## config.mk

```make
export PLATFORM = sky130hd
export DESIGN_NAME = lane_burst_seq
export DESIGN_NICKNAME = d
export VERILOG_FILES = /design/src/rtl/lbs_pkg.sv /design/src/rtl/lbs_timer.sv /design/src/rtl/lbs_fsm.sv /design/src/rtl/lbs_datapath.sv /design/src/rtl/lane_burst_seq.sv
export SDC_FILE = /design/constraint.sdc
export NUM_CORES = 1
export LEC_CHECK = 0
export BUFFER_PORTS_ARGS = -buffer_cell sky130_fd_sc_hd__buf_2
export CAP_MARGIN = 20
export CORE_AREA = 2 2 71 73
export CTS_CLUSTER_SIZE = 25
export DETAILED_ROUTE_END_ITERATION = 10
export DIE_AREA = 0 0 73 75
export MAX_ROUTING_LAYER = met4
export PLACE_DENSITY_LB_ADDON = 0.25
export SLEW_MARGIN = 30
export SYNTH_ARGS = -nofsm -noshare
export SYNTH_HDL_FRONTEND = slang
export SYNTH_SLANG_ARGS = --single-unit
```

## constraint.sdc

```tcl
create_clock -name clk -period 3.4 [get_ports clk]
set_clock_uncertainty 0.1 [all_clocks]
set_input_delay 0 -clock clk [delete_from_list [all_inputs] [get_ports clk]]
set_output_delay 0 -clock clk [all_outputs]
set_load 0.05 [all_outputs]
```

## src/rtl/lbs_pkg.sv

```systemverilog
package lbs_pkg;

  typedef enum logic [2:0] {
    LS_STOP   = 3'd0,
    LS_REQ    = 3'd1,
    LS_BRIDGE = 3'd2,
    LS_HS0    = 3'd3,
    LS_HSDATA = 3'd4,
    LS_TRAIL  = 3'd5
  } line_e;

  typedef enum logic [2:0] {
    S_STOP,
    S_REQ,
    S_BRIDGE,
    S_HS0,
    S_SYNC,
    S_PAY,
    S_TRAIL,
    S_EXIT
  } seq_e;

  localparam logic [7:0] SYNC_BYTE = 8'hB8;

endpackage

```

## src/rtl/lbs_timer.sv

```systemverilog
module lbs_timer #(
  parameter int CNT_W = 8
) (
  input  logic             clk,
  input  logic             rst_n,
  input  logic             clr,
  input  logic [CNT_W-1:0] limit,
  output logic             done
);

  localparam int EXT_W = CNT_W + 1;

  logic [CNT_W-1:0] cnt_q;
  logic [CNT_W-1:0] cnt_d;
  logic             cnt_en;

  // the state is left in the cycle where cnt+1 reaches the limit; a zero limit behaves as one
  always_comb begin
    done = ({1'b0, cnt_q} + EXT_W'(1)) >= {1'b0, limit};
  end

  always_comb begin
    cnt_en = clr || !done;
    cnt_d  = clr ? '0 : cnt_q + CNT_W'(1);
  end

  always_ff @(posedge clk or negedge rst_n) begin
    if (!rst_n) begin
      cnt_q <= '0;
    end else if (cnt_en) begin
      cnt_q <= cnt_d;
    end
  end

endmodule

```

## src/rtl/lbs_fsm.sv

```systemverilog
module lbs_fsm
  import lbs_pkg::*;
#(
  parameter int CNT_W = 8
) (
  input  logic             clk,
  input  logic             rst_n,
  input  logic             burst_req,
  input  logic             clk_lane_ok,
  input  logic [CNT_W-1:0] cfg_lpx,
  input  logic [CNT_W-1:0] cfg_prepare,
  input  logic [CNT_W-1:0] cfg_zero,
  input  logic [CNT_W-1:0] cfg_trail,
  input  logic [CNT_W-1:0] cfg_exit,
  input  logic             pay_stop,
  input  logic             tmr_done,
  output logic [CNT_W-1:0] tmr_limit,
  output logic             tmr_clr,
  output seq_e             st_q,
  output seq_e             st_d
);

  logic [CNT_W-1:0] bridge_len;
  logic [CNT_W-1:0] exit_len;

  // low-power intervals never fall below the minimum low-power length
  always_comb begin
    bridge_len = (cfg_prepare > cfg_lpx) ? cfg_prepare : cfg_lpx;
    exit_len   = (cfg_exit    > cfg_lpx) ? cfg_exit    : cfg_lpx;
  end

  always_comb begin
    unique case (st_q)
      S_REQ:    tmr_limit = cfg_lpx;
      S_BRIDGE: tmr_limit = bridge_len;
      S_HS0:    tmr_limit = cfg_zero;
      S_TRAIL:  tmr_limit = cfg_trail;
      S_EXIT:   tmr_limit = exit_len;
      default:  tmr_limit = '0;
    endcase
  end

  always_comb begin
    st_d = st_q;
    unique case (st_q)
      S_STOP:   if (burst_req && clk_lane_ok) st_d = S_REQ;
      S_REQ:    if (tmr_done) st_d = S_BRIDGE;
      S_BRIDGE: if (tmr_done) st_d = S_HS0;
      S_HS0:    if (tmr_done) st_d = S_SYNC;
      S_SYNC:   st_d = pay_stop ? S_TRAIL : S_PAY;
      S_PAY:    if (pay_stop) st_d = S_TRAIL;
      S_TRAIL:  if (tmr_done) st_d = S_EXIT;
      S_EXIT:   if (tmr_done) st_d = S_STOP;
      default:  st_d = S_STOP;
    endcase
  end

  always_comb begin
    tmr_clr = (st_d != st_q);
  end

  always_ff @(posedge clk or negedge rst_n) begin
    if (!rst_n) begin
      st_q <= S_STOP;
    end else begin
      st_q <= st_d;
    end
  end

  // no request may leave stop unless the clock lane is ready
  a_r2_start_gated: assert property (@(posedge clk) disable iff (!rst_n)
    (st_q == S_STOP && !clk_lane_ok) |=> (st_q == S_STOP));

  // HS-0 is entered only from the bridge state
  a_r5_hs0_after_bridge: assert property (@(posedge clk) disable iff (!rst_n)
    (st_q == S_HS0 && $past(st_q) != S_HS0) |-> ($past(st_q) == S_BRIDGE));

endmodule

```

## src/rtl/lbs_datapath.sv

```systemverilog
module lbs_datapath
  import lbs_pkg::*;
(
  input  logic       clk,
  input  logic       rst_n,
  input  seq_e       st_q,
  input  seq_e       st_d,
  input  logic [7:0] tx_byte,
  input  logic       tx_valid,
  input  logic       tx_last,
  output logic       tx_ready,
  output logic       pay_stop,
  output logic [7:0] ser_byte,
  output logic       eot,
  output logic       gap_err
);

  logic [7:0] byte_q, byte_d;
  logic       last_q, last_d;
  logic       eot_d, gap_d;
  logic       in_window;
  logic       take;

  always_comb begin
    in_window = (st_q == S_SYNC) || (st_q == S_PAY);
    tx_ready  = in_window && !last_q;
    take      = tx_ready && tx_valid;
    pay_stop  = in_window && (last_q || !tx_valid);
  end

  always_comb begin
    byte_d = byte_q;
    last_d = last_q;
    if (st_d == S_SYNC && st_q != S_SYNC) begin
      byte_d = SYNC_BYTE;
      last_d = 1'b0;
    end else if (take) begin
      byte_d = tx_byte;
      last_d = tx_last;
    end else if (st_d == S_TRAIL && st_q != S_TRAIL) begin
      byte_d = {8{~byte_q[7]}};
    end else if (st_d == S_EXIT && st_q != S_EXIT) begin
      byte_d = 8'h00;
      last_d = 1'b0;
    end
    eot_d = (st_q == S_TRAIL) && (st_d == S_EXIT);
    gap_d = tx_ready && !tx_valid;
  end

  always_ff @(posedge clk or negedge rst_n) begin
    if (!rst_n) begin
      byte_q  <= 8'h00;
      last_q  <= 1'b0;
      eot     <= 1'b0;
      gap_err <= 1'b0;
    end else begin
      byte_q  <= byte_d;
      last_q  <= last_d;
      eot     <= eot_d;
      gap_err <= gap_d;
    end
  end

  assign ser_byte = byte_q;

  // once a final byte is taken, no further byte is offered for
  a_r6_ready_drops_after_last: assert property (@(posedge clk) disable iff (!rst_n)
    (tx_ready && tx_valid && tx_last) |=> !tx_ready);

endmodule

```

## src/rtl/lane_burst_seq.sv

```systemverilog
module lane_burst_seq
  import lbs_pkg::*;
#(
  parameter int CNT_W = 8
) (
  input  logic             clk,
  input  logic             rst_n,
  input  logic             burst_req,
  input  logic             clk_lane_ok,
  input  logic [CNT_W-1:0] cfg_lpx,
  input  logic [CNT_W-1:0] cfg_prepare,
  input  logic [CNT_W-1:0] cfg_zero,
  input  logic [CNT_W-1:0] cfg_trail,
  input  logic [CNT_W-1:0] cfg_exit,
  input  logic [7:0]       tx_byte,
  input  logic             tx_valid,
  input  logic             tx_last,
  output logic             tx_ready,
  output logic [7:0]       ser_byte,
  output logic [2:0]       line_state,
  output logic             eot,
  output logic             gap_err
);

  seq_e             st_q, st_d;
  logic [CNT_W-1:0] tmr_limit;
  logic             tmr_clr, tmr_done, pay_stop;
  line_e            ls;

  lbs_timer #(.CNT_W(CNT_W)) u_timer (
    .clk   (clk),
    .rst_n (rst_n),
    .clr   (tmr_clr),
    .limit (tmr_limit),
    .done  (tmr_done)
  );

  lbs_fsm #(.CNT_W(CNT_W)) u_fsm (
    .clk         (clk),
    .rst_n       (rst_n),
    .burst_req   (burst_req),
    .clk_lane_ok (clk_lane_ok),
    .cfg_lpx     (cfg_lpx),
    .cfg_prepare (cfg_prepare),
    .cfg_zero    (cfg_zero),
    .cfg_trail   (cfg_trail),
    .cfg_exit    (cfg_exit),
    .pay_stop    (pay_stop),
    .tmr_done    (tmr_done),
    .tmr_limit   (tmr_limit),
    .tmr_clr     (tmr_clr),
    .st_q        (st_q),
    .st_d        (st_d)
  );

  lbs_datapath u_dp (
    .clk      (clk),
    .rst_n    (rst_n),
    .st_q     (st_q),
    .st_d     (st_d),
    .tx_byte  (tx_byte),
    .tx_valid (tx_valid),
    .tx_last  (tx_last),
    .tx_ready (tx_ready),
    .pay_stop (pay_stop),
    .ser_byte (ser_byte),
    .eot      (eot),
    .gap_err  (gap_err)
  );

  always_comb begin
    unique case (st_q)
      S_REQ:          ls = LS_REQ;
      S_BRIDGE:       ls = LS_BRIDGE;
      S_HS0:          ls = LS_HS0;
      S_SYNC, S_PAY:  ls = LS_HSDATA;
      S_TRAIL:        ls = LS_TRAIL;
      default:        ls = LS_STOP;
    endcase
  end

  assign line_state = ls;

  // the first data cycle after HS-0 carries the sync byte
  a_r5_sync_first: assert property (@(posedge clk) disable iff (!rst_n)
    (line_state == LS_HSDATA && $past(line_state) == LS_HS0) |-> (ser_byte == SYNC_BYTE));

  // the trail inverts the final bit of the last byte sent
  a_r7_trail_flip: assert property (@(posedge clk) disable iff (!rst_n)
    (line_state == LS_TRAIL && $past(line_state) == LS_HSDATA) |->
      (ser_byte == {8{~$past(ser_byte[7])}}));

  // end-of-transmission marks the step from trail back to stop
  a_r8_eot_on_exit: assert property (@(posedge clk) disable iff (!rst_n)
    eot |-> (line_state == LS_STOP && $past(line_state) == LS_TRAIL));

  // a gap error always lands in the trail
  a_r10_gap_in_trail: assert property (@(posedge clk) disable iff (!rst_n)
    gap_err |-> (line_state == LS_TRAIL));

  // while the clock lane is not ready the line stays in stop
  a_r2_line_stays_stop: assert property (@(posedge clk) disable iff (!rst_n)
    (line_state == LS_STOP && !clk_lane_ok) |=> (line_state == LS_STOP));

endmodule

```

==> results.toml <==
[drt]
routed_wl_mm = 5.992
dr.first_iter.drc_count = 68
ant_nets = 0
firstDrtPassIters = 4
wl_per_cell_um = 14.07
vias_per_cell = 5.366
vias = 2286
drc_errors = 0

[place]
dpl.hpwl_mm = 4.689
gp_congestion = 0.9076
io_buffers = 67
dp_slack_ns = -0.3705

[sta]
maxSlewHeadroom_pct = 50.69
setup_violations = 0
hold_violations = 0
period_needed_ns = 3.269
final.period_utilization_pct = 96.14
tightest_slew_ns = 0.7369
rsz0062_at_grt = "yes"
fin_ws_ns = 0.1311
timing.fmax_mhz = 305.9
maxSlewViolCount = 0

[logic_synthesis]
netlist.area_leader.share_pct = 25.58
async_reset_ff_share_pct = 100.0
synth_nets = 326
synth_edf_count = 0
syn_area_um2 = 2152
ys_ff_latch = 22
yosys_warnings = 0
synth_top_cells_by_area = "dfrtp_1 26%, ha_1 15%, a21oi_1 5.6%"
synth_area_per_cell_um2 = 8.713
synth_flop_cell = "dfrtp_1"
synth_top_area_cell = "dfrtp_1"
syn_inst = 247
ys_seq_area_share_pct = 25.58
ys_types = 47

[grt]
grt_use_met2_pct = 40.34
overflow = 0
grt_busiest_layer = "met2"
gr-usage-met3_pct = 1.473
grt.total_usage_pct = 23.14
antenna_found_initial = 0
grtUsageMet1_pct = 28.43
grt_max_degree = 23
grt_pass1_wl_mm = 9.597
grt_pass1_vias = 2164

[layout]
antennaDiodeCount = 0
nNetsFinal = 452
area_growth_pct = 45.93
fillCellCount = 378
drive_gt1_share_pct = 40.05

[pwr]
p_total_mw = 2.303
peakVddDrop_mv = 0.6493
leakage_nw = 1.650
power.density_nw_per_um2 = 733.2

[worst_setup_path]
worst-r2r-cell-count = 14
cp.required_ns = 3.46
path_cells = "buf_2 > inv_1 > ha_1 > a21o_1 > a21oi_2 > nand3_1 > o211ai_1 > buf_4 > mux2_2 > a21o_1 > ha_1 > nand2b_1 > a211oi_1 > or4_4 > o2bb2ai_4 > and2_4 > a221o_1"
cp_slowest_stage_delay_ns = 0.55
crit_fanout = 6
crit_type = "input port to flip-flop"
slowest_stage = "or4_4"
start_kind = "input port"
cp.arrival_ns = 3.33
critPathCaptureType = "flip-flop"

[clocking]
cts_tree = "done"
clockBufferDepth = 2
clock_latency_ns = 0.27
clock-sinks = 22
htreeDepth = 1
cts_made_buffers = 3
clk_pin_slew_ns = 0.08
root_buffer = "clkbuf_8"

[floorplan]
die_y_um = 75
start_util_pct = 46.17
pin_count = 68
fp.coreArea_um2 = 4661
fp.dieArea_um2 = 5475
rows = 25
dieWidth_um = 73

[status]
outcome = "finished clean"

[worst_hold_path]
hold_class = "input port to async pin"

[flow_run]
cap_violations = 0
through the flow:
| step | setup TNS (ns) | hold WS [ns] | cells | util [%] | area, µm² |
|---|---|---|---|---|---|
| floorplan | 0 | -0.3956 | 247 | - | 2156 |
| global placement | -4.321 | -0.1129 | 403 | 60.83 | 2835 |
| detailed placement | -5.630 | -0.1105 | 403 | 60.83 | 2835 |
| CTS | 0 | 0.1419 | 418 | 64.89 | 3024 |
| global route | -0.008061 | 0.1705 | 426 | 67.38 | 3141 |
| finish | 0 | 0.1372 | 426 | 67.38 | 3141 |
layer usage:
layer	vias to the layer above	routed length (µm)
met5	-	0
li1	1155	-
met4	0	117
met1	1064	2710
met3	9	212
met2	58	2952
what timing repair did:
| item | 4_1_cts | 5_1_grt |
|---|---|---|
| buffers inserted | 0 | 8 |
| setup endpoints to repair | 10 | 21 |
| hold buffers | 11 | 0 |
| gates resized for setup | 1 | 16 |
| pin swaps | 0 | 5 |
| endpoints found under the hold margin | 32 | 0 |
layout by cell type (no fill, tap or decap), types with 8 or more instances in the layout:
| cell type | count |
|---|---|
| buf_2 | 67 |
| buf_4 | 50 |
| nor2_1 | 26 |
| ha_1 | 24 |
| a21oi_1 | 23 |
| dfrtp_1 | 22 |
| nand2_1 | 14 |
| nand3_1 | 13 |
| inv_1 | 12 |
| xor2_1 | 12 |
| dlygate4sd3_1 | 11 |
| mux2_2 | 8 |
| mux2i_1 | 8 |
synth_stat cells, drive strengths merged, types with 6 or more instances:
master / number
mux2i: 8
a22oi: 8
o21ai: 11
nand2: 16
ha: 25
mux2: 9
dfrtp: 22
nor2: 26
inv: 13
and3: 6
a21oi: 24
xor2: 12
nand3: 13
kinds of logic (layout without fill, tap and decap cells):
logic type | Yosys count | after routing | synth area share, %
simple gates | 78 | 78 | 18.14
buf+inv | 21 | 146 | 4.244
mux | 17 | 17 | 8.605
compound gates | 71 | 71 | 23.61
flops | 22 | 22 | 25.58
xor+xnor | 13 | 13 | 5.291
fa+ha+maj | 25 | 25 | 14.53
area by class of cell:
cell class,instances,area [µm²],share of cell area (%)
multi-input combinational,204,1570,50.00
inverter,13,48.80,1.554
tap,54,67.56,2.151
sequential,22,550.5,17.53
clock buffer,3,41.29,1.315
clock inverter,1,30.03,0.9562
timing repair buffer,129,832.0,26.49
critical path, delay by kind of cell:
family,cells,cell delay (ns)
adders and majority gates,2,0.57
and+or+nand+nor,4,0.92
AOI/OAI and AO/OA,7,1.18
muxes,1,0.33
buffers and inverters,3,0.32
report_power, final:
group | internal, mW | switching [mW]
clock network | 0.158 | 0.0891
logic | 0.688 | 0.939
registers | 0.359 | 0.0699
total | 1.20 | 1.10
registers in the layout, indices dropped and copies added (netlist names):
signal	count
u_dp.ser_byte	8
u_timer.cnt_q	8
u_fsm.st_q	3
u_dp.eot	1
u_dp.gap_err	1
u_dp.last_q	1
worst paths after layout:
check / startpoint / end / slack [ns]
max in group asynchronous: rst_n / u_timer.cnt_q[5] / 2.73
worst min register to register: u_dp.last_q / u_dp.gap_err / 0.40
min in group clk: burst_req / u_fsm.st_q[0] / 0.28
worst min-delay path: rst_n / u_dp.ser_byte[6] / 0.14
worst max-delay path: cfg_lpx[6] / u_dp.ser_byte[1] / 0.13
worst max register to register: u_fsm.st_q[2] / u_dp.ser_byte[1] / 0.18
Note: power is estimated with default switching activity, not from simulation.
